$ cat src/rtl/sct_pkg.sv
// Package: shared field positions and decode type for the countdown timer.
// Assumes a 32-bit register word; bit positions are fixed by the software view.
package sct_pkg;
    localparam int unsigned RUN_BIT = 0;
    localparam int unsigned IEN_BIT = 1;
    localparam int unsigned CLR_BIT = 4;

    typedef struct packed {
        logic wr_ctrl;
        logic wr_tmo;
    } sct_wr_t;
endpackage

$ cat src/rtl/sct_bus_decode.sv
// Module: register port decode. Turns an APB-style access phase into
// one-cycle write strobes and muxes the read data. Assumes transfers with
// no wait states; prdata is zero outside a selected read.
module sct_bus_decode #(
    parameter int unsigned ADDR_W   = 8,
    parameter int unsigned DATA_W   = 32,
    parameter logic [ADDR_W-1:0] CTRL_OFF = 8'h40,
    parameter logic [ADDR_W-1:0] TMO_OFF  = 8'h44
) (
    input  logic              psel,
    input  logic              penable,
    input  logic              pwrite,
    input  logic [ADDR_W-1:0] paddr,
    input  logic [DATA_W-1:0] ctrl_rd,
    input  logic [DATA_W-1:0] cnt_rd,
    output sct_pkg::sct_wr_t  wr,
    output logic [DATA_W-1:0] prdata
);
    logic access_wr;
    logic access_rd;

    // Purpose: qualify the access phase of a transfer.
    always_comb begin
        access_wr = psel & penable & pwrite;
        access_rd = psel & ~pwrite;
    end

    // Purpose: produce register write strobes.
    always_comb begin
        wr.wr_ctrl = access_wr & (paddr == CTRL_OFF);
        wr.wr_tmo  = access_wr & (paddr == TMO_OFF);
    end

    // Purpose: select read data by offset.
    always_comb begin
        prdata = '0;
        if (access_rd) begin
            if (paddr == CTRL_OFF)      prdata = ctrl_rd;
            else if (paddr == TMO_OFF)  prdata = cnt_rd;
        end
    end
endmodule

$ cat src/rtl/sct_ctrl_regs.sv
// Module: control state. Holds the run bit, interrupt enable and pending
// flag. The run bit already held gates every interrupt-side change; a
// clear request beats a same-cycle expiry.
module sct_ctrl_regs #(
    parameter int unsigned DATA_W = 32
) (
    input  logic              clk,
    input  logic              rst_n,
    input  logic              wr_ctrl,
    input  logic [DATA_W-1:0] wdata,
    input  logic              expire,
    output logic              run_en,
    output logic              irq_en,
    output logic              pending,
    output logic              stop,
    output logic [DATA_W-1:0] ctrl_rd
);
    import sct_pkg::*;

    logic clear_req;

    // Purpose: decode a gated clear and a stop request from a control write.
    always_comb begin
        clear_req = wr_ctrl & run_en & wdata[CLR_BIT];
        stop      = wr_ctrl & ~wdata[RUN_BIT];
    end

    // Purpose: update run bit and gated interrupt enable.
    always_ff @(posedge clk) begin
        if (!rst_n) begin
            run_en <= 1'b0;
            irq_en <= 1'b0;
        end else if (wr_ctrl) begin
            run_en <= wdata[RUN_BIT];
            irq_en <= run_en & wdata[RUN_BIT] & wdata[IEN_BIT];
        end
    end

    // Purpose: pending flag, clear has priority over expiry.
    always_ff @(posedge clk) begin
        if (!rst_n)         pending <= 1'b0;
        else if (clear_req) pending <= 1'b0;
        else if (expire)    pending <= 1'b1;
    end

    // Purpose: assemble control read-back word.
    always_comb begin
        ctrl_rd          = '0;
        ctrl_rd[RUN_BIT] = run_en;
        ctrl_rd[IEN_BIT] = irq_en;
    end
endmodule

$ cat src/rtl/sct_down_counter.sv
// Module: the countdown itself. Loads on a gated timeout write, decrements
// per tick while running, halts at zero and flags expiry for one cycle.
// Assumes load and stop never arrive together (single register port).
module sct_down_counter #(
    parameter int unsigned CNT_W = 32
) (
    input  logic             clk,
    input  logic             rst_n,
    input  logic             run_en,
    input  logic             tick_en,
    input  logic             load,
    input  logic [CNT_W-1:0] load_val,
    input  logic             stop,
    output logic [CNT_W-1:0] count,
    output logic             active,
    output logic             expire
);
    localparam logic [CNT_W-1:0] ONE = CNT_W'(1);

    logic load_ok;
    logic step;

    // Purpose: gated load, decrement step and expiry detect.
    always_comb begin
        load_ok = load & run_en;
        step    = run_en & active & tick_en & (count != '0);
        expire  = ~load_ok & run_en & active &
                  ((count == '0) | (tick_en & (count == ONE)));
    end

    // Purpose: count register and active flag.
    always_ff @(posedge clk) begin
        if (!rst_n) begin
            count  <= '0;
            active <= 1'b0;
        end else if (load_ok) begin
            count  <= load_val;
            active <= 1'b1;
        end else begin
            if (stop || expire) active <= 1'b0;
            if (step)           count  <= count - ONE;
        end
    end
endmodule

$ cat src/rtl/sys_countdown_timer.sv
// Module: top of the gated countdown event timer. Connects register decode,
// control state and counter; irq is pending qualified by the enable.
// Assumes a single clock domain and a synchronous active-low reset.
module sys_countdown_timer #(
    parameter int unsigned ADDR_W = 8,
    parameter int unsigned DATA_W = 32,
    parameter logic [ADDR_W-1:0] CTRL_OFF = 8'h40,
    parameter logic [ADDR_W-1:0] TMO_OFF  = 8'h44
) (
    input  logic              clk,
    input  logic              rst_n,
    input  logic              tick_en,
    input  logic              psel,
    input  logic              penable,
    input  logic              pwrite,
    input  logic [ADDR_W-1:0] paddr,
    input  logic [DATA_W-1:0] pwdata,
    output logic [DATA_W-1:0] prdata,
    output logic              irq
);
    sct_pkg::sct_wr_t  wr;
    logic [DATA_W-1:0] ctrl_rd;
    logic [DATA_W-1:0] count;
    logic              run_en;
    logic              irq_en;
    logic              pending;
    logic              stop;
    logic              active;
    logic              expire;

    sct_bus_decode #(
        .ADDR_W(ADDR_W), .DATA_W(DATA_W),
        .CTRL_OFF(CTRL_OFF), .TMO_OFF(TMO_OFF)
    ) u_dec (
        .psel(psel), .penable(penable), .pwrite(pwrite), .paddr(paddr),
        .ctrl_rd(ctrl_rd), .cnt_rd(count), .wr(wr), .prdata(prdata)
    );

    sct_ctrl_regs #(.DATA_W(DATA_W)) u_ctrl (
        .clk(clk), .rst_n(rst_n), .wr_ctrl(wr.wr_ctrl), .wdata(pwdata),
        .expire(expire), .run_en(run_en), .irq_en(irq_en),
        .pending(pending), .stop(stop), .ctrl_rd(ctrl_rd)
    );

    sct_down_counter #(.CNT_W(DATA_W)) u_cnt (
        .clk(clk), .rst_n(rst_n), .run_en(run_en), .tick_en(tick_en),
        .load(wr.wr_tmo), .load_val(pwdata), .stop(stop),
        .count(count), .active(active), .expire(expire)
    );

    // Purpose: interrupt output.
    always_comb irq = pending & irq_en;
endmodule

$ cat config.mk
export PLATFORM = sky130hd
export DESIGN_NAME = sys_countdown_timer
export DESIGN_NICKNAME = d
export VERILOG_FILES = /design/src/rtl/sct_pkg.sv /design/src/rtl/sct_bus_decode.sv /design/src/rtl/sct_ctrl_regs.sv /design/src/rtl/sct_down_counter.sv /design/src/rtl/sys_countdown_timer.sv
export SDC_FILE = /design/constraint.sdc
export NUM_CORES = 1
export LEC_CHECK = 0
export ABC_AREA = 1
export BUFFER_PORTS_ARGS = -buffer_cell sky130_fd_sc_hd__buf_4
export CAP_MARGIN = 20
export CORE_ASPECT_RATIO = 0.5
export CORE_MARGIN = 2
export CORE_UTILIZATION = 50
export DETAILED_ROUTE_END_ITERATION = 8
export PLACE_DENSITY = 0.77
export SYNTH_ARGS = -nofsm -noshare
export SYNTH_HDL_FRONTEND = slang
export SYNTH_HIERARCHICAL = 1
export SYNTH_SLANG_ARGS = --single-unit
export TNS_END_PERCENT = 5
$ cat constraint.sdc
create_clock -name clk -period 2 [get_ports clk]
set_input_delay 0 -clock clk [delete_from_list [all_inputs] [get_ports clk]]
set_output_delay 0 -clock clk [all_outputs]
set_load 0.02 [all_outputs]
# After elaboration in Yosys (flattened, before gate mapping)
# Index checks and enable logic that the tools add are counted.
# word_totals
regBits	36
latch_bits	0
ram_bits	0
romBits	0
input_bits	46
out_inout_bits	33
word_cells	46
mem_count	0
# op_classes
n_addsub	1
n_mul	0
n_div	0
magnitude_cmp	0
n_eq_ne	3
shifts	0
n_mux	7
bitwise_logic	24
reduce_logical	6
# ops
operator	count
32-bit 2-to-1 mux	5
32-bit by 1-bit == test with 1-bit output (second input constant)	1
32-bit zero test	1
32-bit nonzero test	1
32-bit by 1-bit subtractor with 32-bit output (second input constant)	1
1-bit bitwise AND	19
8-bit by 7-bit == test with 1-bit output (second input constant)	2
1-bit inverter	4
2-bit nonzero test	2
1-bit 2-to-1 mux	2
2-bit OR reduction	1
1-bit logical OR	1
1-bit OR	1

# Depth between registers and ports, before layout
# logic_depth
depth_word	11
ltp_mapped	14
depth_no_buf	12

# Modules after synthesis
# The synthesis kept the hierarchy.
# by_module_without_submodules
mod	n_inst	cells_per_inst	area_per_inst_um2	seq_area_each_um2
sct_down_counter	1	487	2611.3	660.6
sct_bus_decode	1	133	700.7	0.0
sct_ctrl_regs	1	51	364.1	60.1
sys_countdown_timer	1	2	7.5	0.0

# Worst setup path before layout
# Ideal clock, no wire load.
# synth_path
kind	register to register
from	register u_cnt.count[0]
to	register u_cnt.count[28]
setup_ps	117
arrival_time_ps	1590
required_time_ps	1883
setup_slack_ps	293
path_stages_with_launch	13
n_path_buf	1
period_less_slack_ps	1707
path_cell_list	dfxtp_1 > inv_1 > ha_1 > nand2_1 > nor2_2 > nand2_2 > nor2_4 > nand2_4 > nand2_1 > nand2_1 > clkbuf_1 > o21ai_0 > nor2_1
# synth_between
elab_chain_len	3
word_cells_on_any_way	6
classes_between	1 x add/sub; 2 x mux; 1 x bitwise; 2 x reduce/logical
# synth_lines
element	line_no	text
from (decl)	sct_down_counter.sv:14	output logic [CNT_W-1:0] count,
from (signal assigned)	sct_down_counter.sv:37	count <= load_val;
from (signal assigned)	sct_down_counter.sv:41	if (step) count <= count - ONE;
32-bit by 1-bit subtractor with 32-bit output or 32-bit nonzero test (tied branches)	sct_down_counter.sv:41, sct_down_counter.sv:26	
32-bit 2-to-1 mux or 1-bit bitwise AND (tied branches)	sct_down_counter.sv:41, sct_down_counter.sv:26	
32-bit 2-to-1 mux or 2-bit nonzero test (tied branches)	--	
# Parallel ways exist; a longest one is shown, timed or not. The select of a mux whose other input is x is not followed.
# A chain may end at the register's enable or synchronous reset.

# Final worst setup path
# Same ends and word-level chain as after synthesis.

==> results.json <==
{
  "yosysSeqAreaShare": 0.196,
  "grt_setup_unrepaired": "no",
  "clock-skew-final_ns": 0.00202,
  "post_drt_wl_per_cell_um": 13.8,
  "yosysWarnings": 6,
  "status": "finished, final reports clean",
  "postRouteAntennaNets": 0,
  "insertion_delay_ns": 0.28,
  "syn_avg_cell_area_um2": 5.47,
  "grt_pass1_wl_mm": 19.0,
  "post-route-period-util": 0.913,
  "htree_levels": 2,
  "p_leak_nw": 2.27,
  "grt_pass1_vias": 3734,
  "dp.cells": 845,
  "stdcell_count": 854,
  "synth-async-reset-ratio": 0,
  "io_buffers": 78,
  "fmax_mhz": 548,
  "groute.usage.overall": 0.294,
  "synthCells": 673,
  "critPathMaxFanout": 13,
  "vdd_drop_max_uv": 242,
  "syn_to_final_growth_pct": 21.8,
  "synthFlopType": "dfxtp_1",
  "ys_ff_latch": 36,
  "start_util": 0.509,
  "fin_nets": 805,
  "avgViaCountPerCell": 5.26,
  "pin_count": 79,
  "cts_inserted_buffers": 5,
  "vias": 4490,
  "ctsLongestPathBuffers": 2,
  "endpoint_kind": "flip-flop",
  "dr.first_iter.drc_count": 528,
  "crit_required_ns": 2.17,
  "grt_max_degree": 36,
  "rows": 22,
  "netlist_area_um2": 3680,
  "gp_congestion": 0.993,
  "start_kind": "flip-flop",
  "tritoncts": "yes",
  "hold_viol": 0,
  "hold_path.class": "primary input to flip-flop",
  "worstPathArrival_ns": 2.00,
  "fill_cells": 758,
  "drc": 0,
  "insertedDiodeCount": 0,
  "fin_tns_setup_ns": 0,
  "dp_hpwl_mm": 9.00,
  "drt_pre_antenna_iters": 5,
  "dieArea_um2": 8110,
  "critical_path_class": "flip-flop to flip-flop",
  "cts_sinks": 36,
  "finalCriticalPeriod_ns": 1.83,
  "pre_cts_ws_ns": 0.189,
  "die_y_um": 64.7,
  "grt-ovfl-total": 0,
  "drt_wl_total_mm": 11.8,
  "power_density_nw_per_um2": 369,
  "synth_edf_count": 0,
  "cap_violations": 0,
  "design.core.area_um2": 7240,
  "final_layout_size_suffix_gt1_frac": 0.189,
  "layout_setup_ws_ns": 0.175,
  "clk_pin_slew_ns": 0.05,
  "synth_cell_types": 28,
  "die-width_um": 125,
  "finalSetupViolations": 0,
  "maxSlewViolCount": 0,
  "antenna_found_initial": 0,
  "cts_root_buf": "clkbuf_16"
}
-- flip-flops by register name, indices dropped and copies added (netlist names) --
name / count
u_cnt/active: 1
u_cnt/count: 32
u_ctrl/irq_en: 1
u_ctrl/pending: 1
u_ctrl/run_en: 1
-- synthesized netlist by cell type (6+ instances only) --
library cell | number | area (um^2)
nor2_1 | 112 | 420
nor2_2 | 8 | 50.1
dfxtp_1 | 36 | 721
clkbuf_1 | 13 | 48.8
nand3_1 | 105 | 526
o21ai_0 | 42 | 210
inv_2 | 10 | 37.5
a21oi_1 | 45 | 225
buf_2 | 6 | 30.0
nand2_1 | 170 | 638
inv_1 | 55 | 206
buf_4 | 38 | 285
-- kinds of logic after synthesis --
kind of cell | Yosys count | share of synthesized area
AND/OR/NAND/NOR | 414 | 0.485
buffers and inverters | 128 | 0.179
AO/OA/AOI/OAI | 88 | 0.123
flip-flops | 36 | 0.196
XOR/XNOR | 4 | 0.00951
adder cells (fa/ha/maj) | 2 | 0.00679
other | 1 | 0.00102
-- cell type report --
class / count / area (um^2) / area share
multi-input cells: 538 / 2420 / 0.538
repair buffers: 109 / 833 / 0.186
flip-flops and latches: 36 / 721 / 0.161
inverters: 67 / 251 / 0.0560
clock buffers: 8 / 146 / 0.0326
well taps: 96 / 120 / 0.0268
-- layout by cell type, fill, tap and decap left out, types with 2 or more instances in the layout --
master / count
nor2_1: 112
nand3_1: 105
a21oi_1: 45
nand2_1: 170
conb_1: 30
nor3_1: 3
clkinv_1: 2
o21ai_1: 3
nand2_2: 4
nand4_1: 4
dfxtp_1: 36
inv_1: 55
xnor2_1: 2
ha_1: 2
inv_2: 10
clkbuf_1: 2
buf_4: 107
nor2_4: 4
o21ai_0: 39
xor2_1: 2
nor2_2: 7
clkbuf_16: 5
-- critical path, cell delays in order, from the launching register on --
cell and delay [ns]:
dfxtp_1 0.34, inv_1 0.08, ha_1 0.18, nand2_1 0.07, nor2_2 0.12, nand2_2 0.09, nor2_4 0.16, nand2_4 0.10
nand2_1 0.07, nand2_1 0.07, buf_4 0.19, o21ai_0 0.17, nor2_1 0.06
-- metal layers --
layer | part of all wire | global-route usage
met1 | 0.50 | 0.488
met2 | 0.37 | 0.377
met3 | 0.13 | 0.0644
met4 | 0.0036 | 0.0333
met5 | 0 | 0
-- power by group --
part	internal (mW)	total [mW]	switching, mW
clock	0.497	0.795	0.298
combinational	0.0699	0.143	0.0727
sequential	0.717	0.717	0.0000222
total	1.28	1.66	0.371
-- through the flow --
stage | power (mW) | area, um^2 | util | hold slack, ns
finish | 1.66 | 4490 | 0.620 | 0.0172
global route | 1.72 | 4490 | 0.620 | 0.0161
CTS | 1.66 | 4490 | 0.620 | 0.0162
detailed placement | 0.873 | 4330 | 0.598 | 0.208
global placement | 0.871 | 4330 | 0.598 | 0.201
floorplan | 0.836 | 3790 | - | 0.0894
-- timing repair --
item / in CTS / in global routing
endpoints found under the setup margin: 0 / 6
resized for setup: 0 / 3
endpoints found under the hold margin: 1 / 0
hold buffers: 1 / 0
setup buffers: 0 / 0
-- final timing paths --
path / to / depth (start not counted) / slack, ns / from
max: u_cnt/count[28] / 12 / 0.17 / u_cnt/count[0]
min: u_ctrl/run_en / 3 / 0.02 / pwdata[0]
max reg2reg: u_cnt/count[28] / 12 / 0.17 / u_cnt/count[0]
min reg2reg: u_cnt/count[31] / 2 / 0.51 / u_cnt/count[31]
Note: power is estimated with default switching activity, not from simulation.
